<file path="src/rtl/ld_extend.sv">
module ld_extend #(
  parameter int DW = 64
) (
  input  logic          clk,
  input  logic          rst_n,
  input  logic          in_vld,
  input  logic [DW-1:0] rd_data,
  input  logic [2:0]    addr_lo,
  input  logic [1:0]    size,
  input  logic          sext,
  input  logic          dst64,
  output logic          out_vld,
  output logic [DW-1:0] out_data,
  output logic          out_err
);
  localparam int HW = DW / 2;

  logic [2:0]    amask;
  logic [2:0]    aoff;
  logic [DW-1:0] shd;
  logic          sbit;
  logic [DW-1:0] ext;
  logic [DW-1:0] fmt;
  logic          bad;

  assign amask = (size == 2'd0) ? 3'b111 :
                 (size == 2'd1) ? 3'b110 :
                 (size == 2'd2) ? 3'b100 : 3'b000;
  assign aoff  = addr_lo & amask;
  assign shd   = rd_data >> {aoff, 3'b000};
  assign bad   = (size == 2'd3) && !dst64;

  always_comb begin
    case (size)
      2'd0:    sbit = sext & shd[7];
      2'd1:    sbit = sext & shd[15];
      2'd2:    sbit = sext & shd[31];
      default: sbit = 1'b0;
    endcase
    case (size)
      2'd0:    ext = {{(DW-8){sbit}},  shd[7:0]};
      2'd1:    ext = {{(DW-16){sbit}}, shd[15:0]};
      2'd2:    ext = {{(DW-32){sbit}}, shd[31:0]};
      default: ext = shd;
    endcase
  end

  assign fmt = dst64 ? ext : {{HW{1'b0}}, ext[HW-1:0]};

  always_ff @(posedge clk) begin
    if (!rst_n) begin
      out_vld  <= 1'b0;
      out_err  <= 1'b0;
      out_data <= '0;
    end else begin
      out_vld <= in_vld && !bad;
      out_err <= in_vld && bad;
      if (in_vld && !bad) out_data <= fmt;
    end
  end

  p_one_cycle_r2: assert property (@(posedge clk) disable iff (!rst_n)
    out_vld |-> $past(in_vld));
  p_hold_r2: assert property (@(posedge clk) disable iff (!rst_n)
    !out_vld |-> $stable(out_data));
  p_zero_fill_r4: assert property (@(posedge clk) disable iff (!rst_n)
    $past(in_vld && !sext && size == 2'd0 && dst64) |-> out_data[DW-1:8] == '0);
  p_upper_clear_r6: assert property (@(posedge clk) disable iff (!rst_n)
    $past(in_vld && !dst64 && size != 2'd3) |-> (out_vld && out_data[DW-1:HW] == '0));
  p_illegal_r8: assert property (@(posedge clk) disable iff (!rst_n)
    $past(in_vld && !dst64 && size == 2'd3) |-> (out_err && !out_vld));
  p_excl_r8: assert property (@(posedge clk) disable iff (!rst_n)
    !(out_err && out_vld));
  p_pass_r9: assert property (@(posedge clk) disable iff (!rst_n)
    $past(in_vld && dst64 && size == 2'd3) |-> out_data == $past(rd_data));
endmodule

</file>
<file path="config.mk">
export PLATFORM = sky130hd
export DESIGN_NAME = ld_extend
export DESIGN_NICKNAME = d
export VERILOG_FILES = /design/src/rtl/ld_extend.sv
export SDC_FILE = /design/constraint.sdc
export NUM_CORES = 1
export LEC_CHECK = 0
export CORE_MARGIN = 4
export CORE_UTILIZATION = 46
export CTS_CLUSTER_SIZE = 20
export DETAILED_ROUTE_END_ITERATION = 10
export PLACE_DENSITY = 0.81
export SLEW_MARGIN = 20
export SYNTH_ARGS = -nofsm -noshare
export SYNTH_HDL_FRONTEND = slang
export SYNTH_SLANG_ARGS = --single-unit
export TNS_END_PERCENT = 10
</file>
<file path="constraint.sdc">
create_clock -name clk -period 3.01 [get_ports clk]
set_input_delay 0.301 -clock clk [delete_from_list [all_inputs] [get_ports clk]]
set_output_delay 0.301 -clock clk [all_outputs]
set_load 0.05 [all_outputs]
</file>
# --- Word-level counts from Yosys, hierarchy flattened ---
# Cells that the tools add are included.
word_totals:
  regBits: 66
  out_inout_bits: 66
classes:
  eq_ne: 3
  shifts: 1
  mux: 6
  bitwise: 4
  reduce_logical: 6
ops:
  columns: ["op", "n"]
  rows:
  - ["64-bit case mux with 3 select lines", 1]
  - ["64-bit two-way mux", 1]
  - ["64-bit by 6-bit right shift with 64-bit output", 1]
  - ["3-bit two-way mux", 3]
  - ["2-bit == test (second input constant)", 2]
  - ["1-bit bitwise AND", 3]
  - ["3-bit bitwise AND", 1]
  - ["1-bit logical AND", 3]
  - ["2-bit by 1-bit == test with 1-bit output (second input constant)", 1]
  - ["1-bit zero test", 2]
  - ["2-bit zero test", 1]
  - ["1-bit case mux with 2 select lines", 1]

# --- Logic depth before layout (Yosys ltp) ---
# Gate-level depths: netlist of run 1.
depth:
  word_depth: 10
  depth_mapped: 12
  ltp_nobuf: 8

# --- Worst setup path before layout of run 1 ---
# Ideal clock, no wire load.
synth_timing:
  path_kind: "input -> register"
  startpoint: "input port size[0]"
  endpoint: "register out_data[54]"
  setup_time_ns: 0.122
  arrival_time_ns: 2.368
  required_ns: 2.888
  setup_slack_ns: 0.520
  path_stages: 11
  cell_sequence: "inv_1 > ha_1 > buf_6 > nand2_2 > mux4_2 > mux2i_1 > a21oi_2 > and3_1 > buf_6 > buf_6 > a221o_1"
synth_between:
  elab_chain_cells: 10
  elab_cells_between_ends: 18
  cone_classes: "eq/ne (3); shift (1); mux (6); bitwise (4); reduce/logical (4)"
synth_rtl:
  columns: ["element", "line_no", "text"]
  rows:
  - ["start, declared", "9", "input logic [1:0] size,"]
  - ["2-bit == test", "28, 34, 40", null]
  - ["3-bit two-way mux", "28", "(size == 2'd2) ? 3'b100 : 3'b000;"]
  - ["3-bit two-way mux", "27", "(size == 2'd1) ? 3'b110 :"]
  - ["3-bit two-way mux", "26", "assign amask = (size == 2'd0) ? 3'b111 :"]
  - ["3-bit bitwise AND", "29", "assign aoff = addr_lo & amask;"]
  - ["64-bit by 6-bit right shift with 64-bit output", "30", "assign shd = rd_data >> {aoff, 3'b000};"]
  - ["1-bit bitwise AND (on tied branches)", "35, 36, 37", null]
  - ["1-bit case mux with 2 select lines", "34", "case (size)"]
  - ["64-bit case mux with 3 select lines", "40", "case (size)"]
  - ["64-bit two-way mux", "48", "assign fmt = dst64 ? ext : {{HW{1'b0}}, ext[HW-1:0]};"]
  - ["end signal, assigned", "58", "if (in_vld && !bad) out_data <= fmt;"]
  - ["end, declared", "13", "output logic [DW-1:0] out_data,"]
# Several ways; a longest one is shown, not always the timed one.
# A chain may end at the register's enable or synchronous reset.

# --- Worst setup path after layout of run 1 ---
layout_timing:
  startpoint: "input port size[0]"
  endpoint: "register out_data[34]"
# The elaborated chain is that of the path after synthesis.

==> results.txt, run 1 <==
Status = finished, final reports clean
Post-route ant nets = 0
First-pass DRT Iterations = 5
Vias = 4,314
Initial antenna violation count = 0
Syn Std Cell Area = 4140 µm²
Worst slew margin = 0.345
Total power per unit cell area = 438 nW/µm²
Vias in the first global route = 4,255
GRT Resource Usage Total = 0.283
Most common cell on crit path = and3_1
Die width = 103 µm
Clock buffer count from CTS = 9
Cell taking the most area after synthesis = dfxtp_1
Critical-path cell list = clkdlybuf4s50_1 > inv_1 > ha_1 > and2_2 > mux4_2 > and3_1 > a2111o_1 > and3_1 > buf_12 > a221o_1
Diodes inserted = 0
Total Wirelength = 14,900 µm
Clock tree from TritonCTS = built
Initial core utilization = 0.473
Dpl cell area = 5740 µm²
Port Buffers = 139
Worst hold slack = 0.458 ns
Yosys reg bits = 66
Cells resized by post-CTS repair = 0
Synth area leaders = dfxtp_1, mux4_2, o21ai_0, nand2_1, a22oi_1
Worst Tran Pin Value = 0.978 ns
Worst Path Required = 3.25 ns
Crit Path Class = in -> reg
Ys async rst share = 0
Num Clock Sinks = 66
Critical path endpoint category = flop
Number of max-cap violations = 0
Clock Path Buffers = 2
# IOs = 140
Most frequent cells in the layout = clkdlybuf4s50_1, dfxtp_1, nand2_1
Setup Fix Bufs, Post-CTS = 0
Worst path top cell family by delay = buffers and inverters
Fmax = 0.379 GHz
Syn_nets = 512
Critical Path AT = 2.89 ns
Post-synth EDFFs = 0
Mapped Avg Cell Area = 9.57 µm²
Ys Warns = 0
Seq/Total Area, Yosys = 0.319
Final Hold Viols = 0
Synth top area share = 0.319
Setup violators final = 0
Drt wl/cell = 21.8 µm
Hold Path Origin = out_data[49]
Drt drc = 0
Cell area after layout = 5940 µm²
Leak = 2.25 nW
FF-to-FF Start = out_data[34]
Area grow syn2layout = 43.4%
Cells after Synth = 433
# rows = 34
Latest clock arrival within the worst-skew pair = 0.35 ns
Sum of negative setup slack = 0 ns
RSZ-0062 raised after global routing = false
Largest net degree at the start of global routing = 65
Clock-pin slew on the worst setup and hold paths = 0.08 ns
Max VDD drop = 0.000222 V
Die height = 103 µm
Fin. max-slew vios = 0
Layout Nets = 646
Startpoint Class = primary input
H-Tree Depth = 3
DIE AREA = 10,600 µm²
Period utilization = 0.877
Largest stage delay, worst path = 0.51 ns
Total core area = 8760 µm²
Pre-CTS WS = 0.0109 ns
Hold/Removal Path Class = reg -> reg
Synth cell types = 41
Crit path buf inv count = 3
GPL Wtd Cong = 0.958
Post-synth top flop = dfxtp_1
Via-to-Cell Ratio = 6.34
First-pass GRT wire length = 22,800 µm
Period minus WS final = 2.64 ns
Worst Skew = 0 ns
Worst Setup SP = size[0]
Slowest cell on the critical path = clkdlybuf4s50_1
Dpl hpwl = 11,100 µm
Root buffer selected by CTS = clkbuf_8
Share of cells above drive strength 1 = 0.157
Post-route setup slack = 0.369 ns
Violation count after the first detailed-route iteration = 405
Global route overflow = 0
Crit-path max FO = 18
Cts hold-fix bufs = 0
Most common cell after layout, fill and taps aside = clkdlybuf4s50_1
-- cells by family (layout without fill, tap and decap cells) --
family / after synthesis / after routing / synth area share
and+or+nand+nor: 103 / 103 / 0.111
buffers and inverters: 50 / 189 / 0.0571
muxes: 53 / 53 / 0.243
AOI/OAI and AO/OA: 156 / 156 / 0.255
DFF: 66 / 66 / 0.319
adders and majority gates: 5 / 5 / 0.0151
-- final timing paths --
check / endpoint / slack (ns) / depth (start not counted)
setup / recovery: out_data[34] / 0.37 / 10
hold / removal: out_data[49] / 0.46 / 2
setup reg to reg: out_data[34] / 2.23 / 1
hold reg to reg: out_data[49] / 0.46 / 2
-- synth_stat cells (all sizes together), types with 2 or more instances --
library cell,count
nand3,10
o22ai,9
ha,5
a31oi,24
buf,18
mux4,38
inv,4
a22oi,25
and2,3
mux2i,15
nor2,18
o31ai,3
a221o,18
dfxtp,66
clkbuf,28
o211a,8
nand2b,3
nor2b,4
nor3,2
a211oi,2
and3,6
a21oi,17
o21ai,43
nand2,53
o21a,2
-- power breakdown --
| group | internal [mW] | switching, mW |
|---|---|---|
| logic | 0.373 | 0.500 |
| clock network | 0.388 | 0.388 |
| registers | 0.924 | 0.0271 |
-- cell type report --
| class | instances | area [µm²] |
|---|---|---|
| inverter | 4 | 15.0 |
| sequential | 66 | 1320 |
| multi-input combinational | 317 | 2590 |
| clock buffer | 9 | 124 |
| timing repair buffer | 169 | 1680 |
| tap | 108 | 135 |
| fill | 690 | 2820 |
| clock inverter | 7 | 76.3 |
-- state kept, by name, indices dropped and copies added (netlist names) --
signal	count
out_err	1
out_data	64
out_vld	1
-- through the flow --
stage               power (mW)  cells   util
finish                    2.60    680  0.678
global route              2.70    680  0.678
CTS                       2.60    680  0.678
detailed placement        1.83    664  0.655
global placement          1.82    664  0.655
floorplan                 1.48    433      -
-- tightest hold or removal path, cell delays in order, from the launching register on --
cell and delay, ns:
dfxtp_1 0.33, nand2_1 0.04, o21ai_0 0.05
-- per-layer routing --
metal  global-route usage  routed length, µm  up-vias
met5                    0                  0        -
met4               0.0827                382        0
met3               0.0792               1470       37
met2                0.450               6940      268
met1                0.378               6060     2053
li1                     -                  -     1956
(Power assumes the default switching activity.)
==> run 2: changes to the inputs <==
Settings changed: CAP_MARGIN from default to 20, SETUP_SLACK_MARGIN from default to 0.4.
==> run 2 against run 1 <==
Non-clock buffer count did not move. Highest routed layer unchanged. Die area unchanged. Count of clock-buffer cells in the layout unchanged. Core utilization rose by 0.17 points. Combinational power rose by 0.6%. Cell area increased by 0.25%. Via count about the same.
==> results.txt, run 2 (synthesized netlist as in run 1, its figures left out) <==
Switching Share = 0.352 (about the same)
Hold/Removal Path Class = reg -> reg
Dpl cell area = 5740 µm² (unchanged)
Total power per unit cell area = 437 nW/µm² (-0.15%)
Die width = 103 µm (unchanged)
Most common cell after layout, fill and taps aside = clkdlybuf4s50_1
Area grow syn2layout = 43.8%
Worst Skew = 0 ns (unchanged)
First-pass DRT Iterations = 5 (unchanged)
Cell area after layout = 5960 µm² (+0.25%)
Clock tree from TritonCTS = built
Dpl hpwl = 11,100 µm (unchanged)
Number of max-cap violations = 0 (unchanged)
Clock Path Buffers = 2 (unchanged)
Drt drc = 0 (unchanged)
RSZ-0062 raised after global routing = true
Die height = 103 µm (unchanged)
Post-Layout Cell Count = 680 (unchanged)
Sum of negative setup slack = 0 ns (unchanged)
Cts hold-fix bufs = 0 (unchanged)
Worst hold slack = 0.458 ns (-0.000203 ns)
Worst Tran Pin Value = 0.972 ns (-0.00651 ns)
Clock buffer count from CTS = 9 (unchanged)
Post-route ant nets = 0 (unchanged)
Drt wl/cell = 22.0 µm (+0.59%)
Leak = 2.24 nW (-0.25%)
Global route overflow = 0 (unchanged)
Initial antenna violation count = 0 (unchanged)
Final core utilization = 0.680 (+0.00171)
Period minus WS final = 2.55 ns (-0.0928 ns)
Critical Path AT = 2.79 ns (-0.10 ns)
First-pass GRT wire length = 22,800 µm (unchanged)
Startpoint Class = primary input
H-Tree Depth = 3 (unchanged)
Inst Count DP = 664 (unchanged)
Pre-CTS WS = 0.0109 ns (unchanged)
Root buffer selected by CTS = clkbuf_8
Fillers = 688 (-0.29%)
Setup violators final = 0 (unchanged)
Post-route setup slack = 0.462 ns (+0.0928 ns)
Worst slew margin = 0.350 (+0.00436)
Largest stage delay, worst path = 0.51 ns (about the same)
Largest net degree at the start of global routing = 65 (unchanged)
Vias = 4,315 (+0.023%)
Port Buffers = 139 (unchanged)
Total power = 2.60 mW (+0.10%)
Num Clock Sinks = 66 (unchanged)
GPL Wtd Cong = 0.958 (unchanged)
Total Wirelength = 14,900 µm (+0.59%)
Violation count after the first detailed-route iteration = 396 (-2.2%)
Fmax = 0.392 GHz (+3.6%)
# IOs = 140 (unchanged)
Fin. max-slew vios = 0 (unchanged)
Reg power frac = 0.365 (about the same)
Net Sw Power = 0.917 mW (+0.12%)
Initial core utilization = 0.473 (unchanged)
Crit Path Class = in -> reg
Via-to-Cell Ratio = 6.35 (about the same)
Crit path buf inv count = 3 (unchanged)
Share of cells above drive strength 1 = 0.164 (+0.00699)
Clk network pwr share = 0.297 (about the same)
Critical-path cell list = clkdlybuf4s50_1 > inv_1 > ha_2 > and2_2 > mux4_2 > and3_1 > a2111o_1 > and3_4 > buf_12 > a221o_1
Total core area = 8760 µm² (unchanged)
DIE AREA = 10,600 µm² (unchanged)
Crit-path max FO = 18 (unchanged)
Final Hold Viols = 0 (unchanged)
Gate power share = 0.337 (about the same)
Int Pwr = 1.69 mW (about the same)
Status = finished, final reports clean
Slowest cell on the critical path = clkdlybuf4s50_1
Biggest regs = out_data (64), out_err (1), out_vld (1)
Setup Fix Bufs, Post-CTS = 0 (unchanged)
Worst Path Required = 3.26 ns (about the same)
Latest clock arrival within the worst-skew pair = 0.35 ns (about the same)
Layout Nets = 646 (unchanged)
Period utilization = 0.846 (-0.0308)
Critical path endpoint category = flop
Clock-pin slew on the worst setup and hold paths = 0.08 ns (about the same)
Max VDD drop = 0.000223 V (+0.41%)
Largest Register = out_data
Worst path top cell family by delay = buffers and inverters
GRT Resource Usage Total = 0.283 (unchanged)
# rows = 34 (unchanged)
Most frequent cells in the layout = clkdlybuf4s50_1, dfxtp_1, nand2_1
Diodes inserted = 0 (unchanged)
Vias in the first global route = 4,255 (unchanged)
Number of flip-flops in the largest register = 64 (unchanged)
==> run 2: layout make-up <==
type / instances / area, µm² / share of cell area
Clock buffer: 9 / 124 / 0.0208
Tap cell: 108 / 135 / 0.0227
Clock inverter: 7 / 76.3 / 0.0128
Sequential cell: 66 / 1320 / 0.222
Inverter: 4 / 15.0 / 0.00252
Timing Repair Buffer: 169 / 1680 / 0.282
Multi-Input combinational cell: 317 / 2610 / 0.437
==> run 2: power groups by stage <==
stage / logic, mW / registers [mW] / clock network [mW]
final: 0.878 / 0.951 / 0.774
after global routing: 0.929 / 0.956 / 0.817
after CTS: 0.866 / 0.951 / 0.780
after detailed placement: 0.862 / 0.971 / 0
after global placement: 0.855 / 0.969 / 0
after floorplan: 0.333 / 1.14 / 0
==> run 2: final timing paths <==
check,start,to,slack [ns],cells past startpoint
max,size[0],out_data[34],0.46,10
min,out_data[49],out_data[49],0.46,2
max reg2reg,out_data[34],out_data[34],2.23,1
min reg2reg,out_data[49],out_data[49],0.46,2
==> run 2: what timing repair did <==
item / in CTS / in global routing
gates cloned: 0 / 0
resized for setup: 1 / 4
setup endpoints to repair: 13 / 20
==> run 2: layer usage <==
layer	part of all wire	GRT usage	wire length [µm]
met5	0	0	0
met4	0.022	0.0827	333
met3	0.10	0.0792	1520
met2	0.47	0.450	7040
met1	0.40	0.378	6050
==> run 3: changes to the inputs <==
Settings changed: CORE_UTILIZATION 46 to 42, PLACE_DENSITY 0.81 to 0.78.
Clock period 3.01 ns to 2.15 ns, I/O delays scaled along.
==> run 3 against run 2 <==
Wire length grew 7.5%. Sequential power up 40%. Global-route usage is 0.24 points lower. Worst hold slack worse by 0.00084 ns. Critical endpoint is now out_data[31]. Largest cell class unchanged.
==> results.txt, run 3 (synthesized netlist as in run 1, its figures left out) <==
Status = finished, final reports clean
Startpoint Class = primary input
Vias in the first global route = 4,500 (+5.8%)
Total power per unit cell area = 597 nW/µm² (+37%)
Final core utilization = 0.700 (+0.0199)
Die height = 107 µm (+4.3%)
Area grow syn2layout = 59.0%
Largest net degree at the start of global routing = 65 (unchanged)
Post-route ant nets = 0 (unchanged)
Clock buffer count from CTS = 9 (unchanged)
Num Clock Sinks = 66 (unchanged)
FF-to-FF Start = out_data[31]
Fmax = 0.487 GHz
First-pass DRT Iterations = 5 (unchanged)
H-Tree Depth = 3 (unchanged)
Initial antenna violation count = 0 (unchanged)
Diodes inserted = 0 (unchanged)
Critical Path AT = 2.27 ns (-0.52 ns)
First-pass GRT wire length = 25,000 µm (+9.6%)
Most common cell on crit path = buf_6
Most common cell after layout, fill and taps aside = clkdlybuf4s50_1
Number of flip-flops in the largest register = 64 (unchanged)
Worst Setup SP = size[1]
Max VDD drop = 0.000365 V (+63%)
RSZ-0062 raised after global routing = true
Largest Register = out_data
Pre-CTS WS = -0.731 ns (-0.742 ns)
Dpl cell area = 6110 µm² (+6.4%)
Initial core utilization = 0.440 (-0.0327)
Worst Tran Pin Value = 0.844 ns (-0.128 ns)
Global route overflow = 0 (unchanged)
Post-Layout Cell Count = 744 (+9.4%)
Post-route setup slack = 0.0982 ns (-0.364 ns)
Total core area = 9420 µm² (+7.4%)
Period minus WS final = 2.05 ns
Vias = 4,608 (+6.8%)
Drt drc = 0 (unchanged)
Violation count after the first detailed-route iteration = 415 (+4.8%)
Total Wirelength = 16,100 µm (+7.5%)
Inst Count DP = 718 (+8.1%)
Net Sw Power = 1.33 mW (+45%)
GPL Wtd Cong = 0.957 (about the same)
Critical-path cell list = buf_6 > buf_8 > inv_12 > ha_4 > and2_4 > mux4_2 > and3_4 > a2111o_1 > buf_6 > buf_6 > nand3b_1 > buf_6 > buf_12 > a31oi_4
Final Hold Viols = 0 (unchanged)
Largest stage delay, worst path = 0.32 ns (-0.19 ns)
Slowest cell on the critical path = a2111o_1
Worst Path Required = 2.37 ns (-0.89 ns)
Hold/Removal Path Class = reg -> reg
Clock-pin slew on the worst setup and hold paths = 0.08 ns (about the same)
# IOs = 140 (unchanged)
Dpl hpwl = 11,800 µm (+6.6%)
Period utilization = 0.954
Reg power frac = 0.339 (-0.026)
Cell area after layout = 6590 µm² (+11%)
Most frequent cells in the layout = clkdlybuf4s50_1, dfxtp_1, buf_4
Via-to-Cell Ratio = 6.19 (-2.4%)
Worst Skew = 0 ns (unchanged)
Clock tree from TritonCTS = built
DIE AREA = 11,500 µm² (+8.8%)
Gate power share = 0.346 (+0.009)
Layout Nets = 689 (+6.7%)
Worst hold slack = 0.457 ns (-0.000840 ns)
Worst slew margin = 0.435 (+0.0854)
Biggest regs = out_data (64), out_err (1), out_vld (1)
Crit-path max FO = 8 (-10)
Share of cells above drive strength 1 = 0.252 (+0.0877)
Hold Path Origin = out_data[47]
Crit Path Class = in -> reg
Switching Share = 0.338 (-0.0144)
Port Buffers = 139 (unchanged)
Drt wl/cell = 21.6 µm (-1.7%)
Clock Path Buffers = 2 (unchanged)
Root buffer selected by CTS = clkbuf_8
# rows = 35 (+2.9%)
Clk network pwr share = 0.315 (+0.018)
Leak = 2.55 nW (+14%)
Fin. max-slew vios = 0 (unchanged)
Int Pwr = 2.60 mW (+54%)
Setup violators final = 0 (unchanged)
Critical path endpoint category = flop
Latest clock arrival within the worst-skew pair = 0.34 ns (about the same)
Fillers = 705 (+2.5%)
Die width = 107 µm (+4.3%)
GRT Resource Usage Total = 0.281 (-0.00245)
Number of max-cap violations = 0 (unchanged)
run 3: changes by cell type in the layout (fill, tap and decap cells not counted), moves of 3 or more:
cell,change
clkdlybuf4s50_1,-8
a31oi_1,-4
buf_12,+3
buf_4,+31
dlygate4sd2_1,+5
buf_6,+6
buf_16,+3
run 3: per-layer routing:
layer | share of wire | vias up | track usage
li1 | - | 2054 | -
met1 | 0.38 | 2211 | 0.367
met5 | 0 | - | 0
met4 | 0.023 | 0 | 0.0767
met3 | 0.11 | 36 | 0.0720
met2 | 0.48 | 307 | 0.460
run 3: what timing repair did:
| item | CTS | global route |
|---|---|---|
| cloned | 4 | 0 |
| hold buffers | 0 | 0 |
| pin swaps | 8 | 6 |
| resized for setup | 33 | 12 |
| endpoints found under the setup margin | 78 | 107 |
| endpoints found under the hold margin | 0 | 0 |
| buffers inserted | 5 | 1 |
run 3: final timing paths:
path | endpoint | slack, ns | cells after the start
worst max-delay path | out_data[31] | 0.1 | 14
worst min register to register | out_data[47] | 0.46 | 2
worst max register to register | out_data[31] | 1.36 | 2
worst min-delay path | out_data[47] | 0.46 | 2
run 3: power groups by stage:
stage	Clock (mW)	Sequential [mW]	Combinational, mW
6_report	1.24	1.33	1.36
5_1_grt	1.31	1.34	1.43
4_1_cts	1.25	1.33	1.33
3_5_place_dp	0	1.36	1.29
3_3_place_gp	0	1.36	1.27
2_1_floorplan	0	1.60	0.477
run 3: critical path, delay by kind of cell:
kind,cells,cell delay (ns)
muxes,1,0.28
and+or+nand+nor,3,0.43
buffers and inverters,7,0.76
AOI/OAI and AO/OA,2,0.40
adders and majority gates,1,0.19
run 3: layout make-up:
| class | count | area (µm²) | area share |
|---|---|---|---|
| well taps | 129 | 161 | 0.0245 |
| clock buffers | 10 | 138 | 0.0209 |
| inverters | 4 | 32.5 | 0.00494 |
| clock inverters | 6 | 95.1 | 0.0144 |
| multi-input cells | 317 | 2720 | 0.413 |
| flip-flops and latches | 66 | 1320 | 0.201 |
| repair buffers | 212 | 2120 | 0.322 |
run 3: metrics by stage:
| stage | setup TNS [ns] | power (mW) |
|---|---|---|
| 6_report | 0 | 3.93 |
| 5_1_grt | 0 | 4.09 |
| 4_1_cts | 0 | 3.91 |
| 3_5_place_dp | -38.89 | 2.65 |
| 3_3_place_gp | -36.28 | 2.63 |
| 2_1_floorplan | -0.901 | 2.08 |
